**config.mk**
```make
export PLATFORM = sky130hd
export DESIGN_NAME = sprite_blitter
export DESIGN_NICKNAME = d
export VERILOG_FILES = /design/src/rtl/blit_pkg.sv /design/src/rtl/blit_rst_sync.sv /design/src/rtl/blit_ctrl.sv /design/src/rtl/blit_rowmask.sv /design/src/rtl/blit_fb.sv /design/src/rtl/sprite_blitter.sv
export SDC_FILE = /design/constraint.sdc
export NUM_CORES = 2
export LEC_CHECK = 0
export CORE_UTILIZATION = 45
export DETAILED_ROUTE_END_ITERATION = 12
export DONT_BUFFER_PORTS = 1
export SLEW_MARGIN = 10
export SYNTH_ARGS = -nofsm -noshare
export SYNTH_HDL_FRONTEND = slang
export SYNTH_SLANG_ARGS = --single-unit
```
**constraint.sdc**
```tcl
create_clock -name clk -period 73.1 [get_ports clk]
set_input_delay 7.31 -clock clk [delete_from_list [all_inputs] [get_ports clk]]
set_output_delay 7.31 -clock clk [all_outputs]
set_load 0.05 [all_outputs]
```
**src/rtl/blit_pkg.sv**
```systemverilog
package blit_pkg;
  typedef enum logic [1:0] {
    ST_IDLE  = 2'd0,
    ST_ISSUE = 2'd1,
    ST_DRAW  = 2'd2,
    ST_FIN   = 2'd3
  } blit_state_e;
endpackage

```
**src/rtl/blit_rst_sync.sv**
```systemverilog
module blit_rst_sync (
  input  logic clk,
  input  logic rst_n,
  output logic rst_n_sync
);
  logic [1:0] sync_q;

  always_ff @(posedge clk or negedge rst_n) begin
    if (!rst_n) sync_q <= 2'b00;
    else        sync_q <= {sync_q[0], 1'b1};
  end

  assign rst_n_sync = sync_q[1];
endmodule

```
**src/rtl/blit_ctrl.sv**
```systemverilog
module blit_ctrl
  import blit_pkg::*;
#(
  parameter int AW = 12,
  parameter int NW = 4,
  parameter int XW = 6,
  parameter int YW = 5
) (
  input  logic          clk,
  input  logic          rst_n,
  input  logic          start,
  input  logic [XW-1:0] org_x,
  input  logic [YW-1:0] org_y,
  input  logic [NW-1:0] rows,
  input  logic [AW-1:0] base_addr,
  input  logic          hit,
  output logic          mem_rd,
  output logic [AW-1:0] mem_addr,
  output logic          busy,
  output logic          done,
  output logic          collision,
  output logic          wr_en,
  output logic [YW-1:0] wr_row,
  output logic [XW-1:0] wr_col
);
  blit_state_e   state_q, state_d;
  logic [XW-1:0] x_q;
  logic [YW-1:0] y_q;
  logic [NW-1:0] n_q;
  logic [AW-1:0] base_q;
  logic [NW-1:0] row_q, row_d;
  logic          acc_q, acc_d;
  logic          coll_q, coll_d;
  logic          cmd_ld, row_en, acc_en, coll_en;
  logic          last_row;
  logic [NW:0]   rd_idx;

  assign cmd_ld   = (state_q == ST_IDLE) && start;
  assign last_row = (row_q == n_q - NW'(1));

  // next-state logic
  always_comb begin
    state_d = state_q;
    row_d   = row_q;
    acc_d   = acc_q;
    coll_d  = coll_q;
    row_en  = 1'b0;
    acc_en  = 1'b0;
    coll_en = 1'b0;
    unique case (state_q)
      ST_IDLE: begin
        if (start) begin
          row_d  = '0;
          row_en = 1'b1;
          acc_d  = 1'b0;
          acc_en = 1'b1;
          if (rows == '0) begin
            state_d = ST_FIN;
            coll_d  = 1'b0;
            coll_en = 1'b1;
          end else begin
            state_d = ST_ISSUE;
          end
        end
      end
      ST_ISSUE: state_d = ST_DRAW;
      ST_DRAW: begin
        acc_d  = acc_q | hit;
        acc_en = 1'b1;
        if (last_row) begin
          state_d = ST_FIN;
          coll_d  = acc_q | hit;
          coll_en = 1'b1;
        end else begin
          row_d  = row_q + NW'(1);
          row_en = 1'b1;
        end
      end
      ST_FIN:  state_d = ST_IDLE;
      default: state_d = ST_IDLE;
    endcase
  end

  // registers
  always_ff @(posedge clk or negedge rst_n) begin
    if (!rst_n) begin
      state_q <= ST_IDLE;
      x_q     <= '0;
      y_q     <= '0;
      n_q     <= '0;
      base_q  <= '0;
      row_q   <= '0;
      acc_q   <= 1'b0;
      coll_q  <= 1'b0;
    end else begin
      state_q <= state_d;
      if (cmd_ld) begin
        x_q    <= org_x;
        y_q    <= org_y;
        n_q    <= rows;
        base_q <= base_addr;
      end
      if (row_en)  row_q  <= row_d;
      if (acc_en)  acc_q  <= acc_d;
      if (coll_en) coll_q <= coll_d;
    end
  end

  // fetch for row k+1 overlaps the write of row k
  assign rd_idx   = (state_q == ST_ISSUE) ? '0 : ({1'b0, row_q} + (NW+1)'(1));
  assign mem_rd   = (state_q == ST_ISSUE) || ((state_q == ST_DRAW) && !last_row);
  assign mem_addr = base_q + AW'(rd_idx);
  assign busy     = (state_q != ST_IDLE);
  assign done     = (state_q == ST_FIN);
  assign collision = coll_q;
  assign wr_en    = (state_q == ST_DRAW);
  assign wr_row   = y_q + YW'(row_q);
  assign wr_col   = x_q;
endmodule

```
**src/rtl/blit_rowmask.sv**
```systemverilog
module blit_rowmask #(
  parameter int FB_W = 64,
  parameter int XW   = 6,
  parameter int BW   = 8
) (
  input  logic [XW-1:0]   col0,
  input  logic [BW-1:0]   bits,
  output logic [FB_W-1:0] mask
);
  logic [FB_W-1:0] lane_vec [BW];

  for (genvar g = 0; g < BW; g++) begin : g_lane
    logic [XW-1:0] col;
    assign col         = col0 + XW'(g);
    assign lane_vec[g] = bits[BW-1-g] ? (FB_W'(1) << col) : '0;
  end

  always_comb begin
    mask = '0;
    for (int i = 0; i < BW; i++) mask = mask | lane_vec[i];
  end
endmodule

```
**src/rtl/blit_fb.sv**
```systemverilog
module blit_fb #(
  parameter int FB_W = 64,
  parameter int FB_H = 32,
  parameter int XW   = 6,
  parameter int YW   = 5
) (
  input  logic            clk,
  input  logic            rst_n,
  input  logic            wr_en,
  input  logic [YW-1:0]   wr_row,
  input  logic [FB_W-1:0] mask,
  output logic            hit,
  input  logic [XW-1:0]   peek_x,
  input  logic [YW-1:0]   peek_y,
  output logic            peek_pix
);
  logic [FB_W-1:0] fb_q [FB_H];
  logic [FB_W-1:0] cur_row;

  assign cur_row  = fb_q[wr_row];
  assign hit      = |(cur_row & mask);
  assign peek_pix = fb_q[peek_y][peek_x];

  for (genvar r = 0; r < FB_H; r++) begin : g_row
    logic row_we;
    assign row_we = wr_en && (wr_row == YW'(r));
    always_ff @(posedge clk or negedge rst_n) begin
      if (!rst_n)      fb_q[r] <= '0;
      else if (row_we) fb_q[r] <= fb_q[r] ^ mask;
    end
  end
endmodule

```
**src/rtl/sprite_blitter.sv**
```systemverilog
module sprite_blitter #(
  parameter int FB_W = 64,
  parameter int FB_H = 32,
  parameter int AW   = 12,
  parameter int NW   = 4,
  parameter int BW   = 8,
  localparam int XW  = $clog2(FB_W),
  localparam int YW  = $clog2(FB_H)
) (
  input  logic          clk,
  input  logic          rst_n,
  input  logic          start,
  input  logic [XW-1:0] org_x,
  input  logic [YW-1:0] org_y,
  input  logic [NW-1:0] rows,
  input  logic [AW-1:0] base_addr,
  output logic          mem_rd,
  output logic [AW-1:0] mem_addr,
  input  logic [BW-1:0] mem_data,
  output logic          busy,
  output logic          done,
  output logic          collision,
  input  logic [XW-1:0] peek_x,
  input  logic [YW-1:0] peek_y,
  output logic          peek_pix
);
  logic            rst_n_sync;
  logic            hit;
  logic            wr_en;
  logic [YW-1:0]   wr_row;
  logic [XW-1:0]   wr_col;
  logic [FB_W-1:0] mask;

  blit_rst_sync u_rst (
    .clk        (clk),
    .rst_n      (rst_n),
    .rst_n_sync (rst_n_sync)
  );

  blit_ctrl #(.AW(AW), .NW(NW), .XW(XW), .YW(YW)) u_ctrl (
    .clk       (clk),
    .rst_n     (rst_n_sync),
    .start     (start),
    .org_x     (org_x),
    .org_y     (org_y),
    .rows      (rows),
    .base_addr (base_addr),
    .hit       (hit),
    .mem_rd    (mem_rd),
    .mem_addr  (mem_addr),
    .busy      (busy),
    .done      (done),
    .collision (collision),
    .wr_en     (wr_en),
    .wr_row    (wr_row),
    .wr_col    (wr_col)
  );

  blit_rowmask #(.FB_W(FB_W), .XW(XW), .BW(BW)) u_mask (
    .col0 (wr_col),
    .bits (mem_data),
    .mask (mask)
  );

  blit_fb #(.FB_W(FB_W), .FB_H(FB_H), .XW(XW), .YW(YW)) u_fb (
    .clk      (clk),
    .rst_n    (rst_n_sync),
    .wr_en    (wr_en),
    .wr_row   (wr_row),
    .mask     (mask),
    .hit      (hit),
    .peek_x   (peek_x),
    .peek_y   (peek_y),
    .peek_pix (peek_pix)
  );
endmodule

```
Word-level counts from Yosys, hierarchy flattened:

Cells that the tools add are included.
Widths: inputs -> output; s select.

* logic and storage cells: 230
* input bits: 49
* output and inout bits: 17
* register bits: 2085

* shift operators: 8
* bitwise operators: 43
* magnitude comparators: 3
* add/sub/neg operators: 12
* reductions and logical operators: 46
* equal/unequal tests: 39
* mux-type cells: 38

Operators with widths (count)
* $xor 64x64->64: 32
* $mux 64: 12
* $bmux 64 s5: 2
* $shl 1x6->64 const A: 8
* $or 64x64->64: 7
* $eq 5x5->1 const B: 16
* $and 64x64->64: 1
* $reduce_or 64->1: 1
* $eq 5x4->1 const B: 8
* $logic_and 1x1->1: 34
* $add 6x3->6 const B: 4
* $eq 5x3->1 const B: 4
* $add 12x5->12: 1
* $add 6x2->6 const B: 2
* $ge 6x6->1 const B: 2
* $not 5->6: 2
* $eq 5x2->1 const B: 2
* $mux 1: 10
* $pmux 1 s2: 5
* $mux 4: 2
* $ne 2x2->1 const B: 4
* $pmux 2 s4: 1
* $pmux 4 s2: 1
* $lt 6x7->1 const B: 1
* other kinds (23): 27

Logic depth before layout (Yosys ltp):

* word-level depth: 15
* depth in mapped cells: 18
* mapped depth without buffers: 13

Cells and area by module:

From an unflattened synthesis, not the netlist that was laid out.

* cell total of the unflattened synthesis: 10166
* area total of the unflattened synthesis: 119439.6 µm²

By module, submodules not included
* blit_fb: area an instance 112277.7 µm², cells each 9217, instances 1, seq. area each 51249.2 µm²
* blit_rowmask: area an instance 4924.7 µm², cells each 747, instances 1, seq. area each 0.0 µm²
* blit_ctrl: area an instance 2183.3 µm², cells each 199, instances 1, seq. area each 875.8 µm²
* blit_rst_sync: area an instance 53.8 µm², cells each 3, instances 1, seq. area each 50.0 µm²

Least setup slack after synthesis:

Ideal clock, no wire load.

* kind: input-to-output
* start point: input port peek_y[1]
* end point: output port peek_pix
* buffers on the path: 4
* stages on the path: 12
* path slack: 55.329 ns
* data required time: 65.790 ns
* arrival: 10.461 ns
* cell sequence: clkbuf_1 -> clkbuf_1 -> buf_1 -> clkbuf_1 -> mux4_2 -> mux4_2 -> mux4_2 -> a22oi_1 -> a31oi_1 -> nand2_1 -> o311ai_1 -> and2_1

* cells in the longest elaborated chain, start to end: 6

Ends and longest elaborated chain
* start, declared: RTL line sprite_blitter.sv:24 `input logic [YW-1:0] peek_y,`
* $not 5->6 (implied by the code): RTL line blit_fb.sv:22 `assign peek_pix = fb_q[peek_y][peek_x];`
* $bmux 64 s5: RTL line blit_fb.sv:22
* $mux 64 (implied by the code) (2 in series): RTL line blit_fb.sv:22
* $bmux 1 s6: RTL line blit_fb.sv:22
* $mux 1 (implied by the code): RTL line blit_fb.sv:22
* end, declared: RTL line sprite_blitter.sv:25 `output logic peek_pix`

Every way passes these cells. The select of a mux whose other input is x is not followed.

Worst setup path in the final report:

Same ends and word-level chain as after synthesis.

==> impl_metrics.yaml <==
drt:
  antenna_left: 0
  drt_wl_total_um: 436000
  num_vias: 84839
  post_drt_wl_per_cell_um: 33.0
  drt_first_pass_iters: 6
  drt_iter0_markers: 10092
  drc: 0
  vias_per_cell: 6.41
cts:
  insertion_delay_ps: 930
  cts_tree: "yes"
  numCtsBuffers: 229
  post-cts-setup-buffers: 0
  postCtsHoldBufs: 0
  clk_pin_slew_ps: 60
  post_cts_resized: 0
  clockBufferDepth: 4
  cts.htree.levels: 4
  cts_root_buf: "clkbuf_16"
  clock_sinks: 2085
logic_synthesis:
  ys.warnings.count: 0
  synth_area_per_cell_um2: 12.0
  synth_fa_ha_area_share_pct: 0.266
  ys_seq_elements: 2085
  synth_top_family_by_area: "multiplexers"
  ys_types: 99
  synth-main-ff-cell: "dfrtp_1"
  syn_nets: 9914
  synth_simple_gate_area_share_pct: 10.1
  async_reset_ff_share_pct: 100
  netlist_area_um2: 119000
  synth_compound_area_share_pct: 3.68
  synth_edf_count: 0
  synthCells: 9841
  synth.mux.area_fraction_pct: 23.4
  synthXorXnorAreaFrac_pct: 15.5
  yosysSeqAreaShare_pct: 44.0
finish:
  stdcell_count: 13244
  final_cell_mix: "dfrtp_1, nor2_1, nand2_1"
  layout-drive-gt1-share_pct: 21.0
  finalInstanceArea_um2: 130000
  area_delta_synth_final_pct: 9.98
  nets: 9610
  final_common_cell: "dfrtp_1"
critical_path:
  critPathArrivalTime_ps: 12570
  crit_fanout: 168
  crit_type: "input pin to output pin"
  worst_setup_path_start_kind: "input pin"
  cp-end-kind: "output pin"
  critPathRequiredTime_ps: 65790
grt:
  grt_start_max_net_pins: 513
  grt_overflow: 0
  grt_first_pass_wirelength_um: 633000
  grtUsageTotal_pct: 33.1
  antenna_found_initial: 12
  grt_pass1_vias: 85646
die:
  chipWidth_um: 515
  rows: 188
  die_h_um: 515
  start_util_pct: 45.2
  core_area_um2: 262000
  die_area_um2: 265000
  ioPinCount: 66
sta:
  finalCriticalPeriod_ps: 19880
  rsz0062_at_grt: "no"
  finClkSkew_ps: 74.6
  maxSlewHeadroom_pct: 6.74
  post-route-period-util_pct: 27.2
  hold_violations: 0
  finalSetupViolCount: 0
  slew_violations: 0
  setup_tns_ps: 0
  fmax_mhz: 50.3
  tightestPinTransition_ps: 1380
placement:
  dp_cells: 12814
  io_buffer_count: 0
  gp_congestion: 0.991
  dp_hpwl_um: 255000
  place_area_um2: 122000
run:
  maxCapViolCount: 0
power:
  p_leak_nw: 57.6
  peakVddDrop_mv: 0.0659
  power.density_nw_per_um2: 45.2
min_path:
  hp-class: "flip-flop to async pin"
outcome:
  run_status: "finished, final reports clean"
==> Yosys cell counts, types with 73 or more instances <==
| cell type | count | area (um2) |
|---|---|---|
| o22ai_1 | 104 | 651 |
| nor3_1 | 103 | 515 |
| nor2_1 | 1313 | 4930 |
| xnor2_1 | 929 | 8140 |
| nand3_1 | 73 | 365 |
| buf_2 | 174 | 871 |
| clkbuf_1 | 538 | 2020 |
| dfrtp_1 | 2085 | 52200 |
| nand2_1 | 1241 | 4660 |
| mux4_2 | 1191 | 26800 |
| o221ai_1 | 73 | 639 |
| xor2_1 | 1161 | 10200 |
==> flip-flops by register name, indices dropped and copies added (netlist names) <==
name,count
u_rst.sync_q,2
u_ctrl.row_q,4
u_fb.fb_q,2048
u_ctrl.state_q,2
u_ctrl.wr_col,6
u_ctrl.y_q,5
u_ctrl.base_q,12
u_ctrl.acc_q,1
u_ctrl.collision,1
u_ctrl.n_q,4
==> cell type report <==
type                            instances  area (um2)
Antenna cell                            8        20.0
Clock buffer                          325        6660
Clock inverter                         90        1150
Fill cell                           22818      132000
Inverter                               20        75.1
Multi-Input combinational cell       6930       63600
Sequential cell                      2085       52200
Tap cell                             3515        4400
Timing Repair Buffer                  271        2320
==> stage by stage <==
step / hold slack [ps] / power (mW) / worst slack, ps / util [%]
2_1_floorplan: 331 / 3.59 / 10680 / -
3_5_place_dp: 335 / 4.60 / 54860 / 46.7
5_1_grt: 354 / 6.08 / 53230 / 49.7
4_1_cts: 348 / 5.83 / 54800 / 49.7
6_report: 344 / 5.89 / 53220 / 49.8
3_3_place_gp: 343 / 4.57 / 54870 / 46.7
==> cells by family after synthesis <==
family,Yosys count
AND/OR/NAND/NOR,2935
AO/OA/AOI/OAI,595
other,1
adder cells (fa/ha/maj),24
XOR/XNOR,2095
buffers and inverters,826
multiplexers,1280
flip-flops,2085
==> worst paths after layout <==
path                                             start                            to  slack (ps)  depth (start not counted)
setup reg to reg           u_ctrl.row_q[0]$_DFFE_PN0P_  u_ctrl.collision$_DFFE_PN0P_       64200                         14
hold reg to reg              u_rst.sync_q[1]$_DFF_PN0_    u_fb.fb_q[936]$_DFFE_PN0P_         340                          0
max in group asynchronous                        rst_n     u_rst.sync_q[1]$_DFF_PN0_       66930                          0
setup / recovery                             peek_y[1]                      peek_pix       53220                         12
min in group clk             u_rst.sync_q[0]$_DFF_PN0_     u_rst.sync_q[1]$_DFF_PN0_         350                          0
hold / removal               u_rst.sync_q[1]$_DFF_PN0_    u_fb.fb_q[936]$_DFFE_PN0P_         340                          0
==> per-layer routing <==
layer	vias up	global-route usage, %	wire [um]
met1	44952	45.7	174000
met4	4	16.0	24800
met5	-	0	24
li1	33874	-	-
met2	4957	48.8	192000
met3	1052	8.17	45900
==> critical path: stages <==
cell     delay [ps]
buf_16          580
buf_16          530
buf_16          580
mux4_2          420
mux4_2          520
mux4_2          640
nand2_1         190
nand2_1          90
o22ai_1         200
a31oi_1          70
a211o_1         300
and2_1          420
==> report_power, final <==
group	total (mW)	internal, mW	switching [mW]
clock	1.22	0.719	0.505
sequential	1.87	1.51	0.362
combinational	2.80	1.04	1.75
total	5.89	3.27	2.62
No activity file was read; power rests on OpenSTA's default activity.
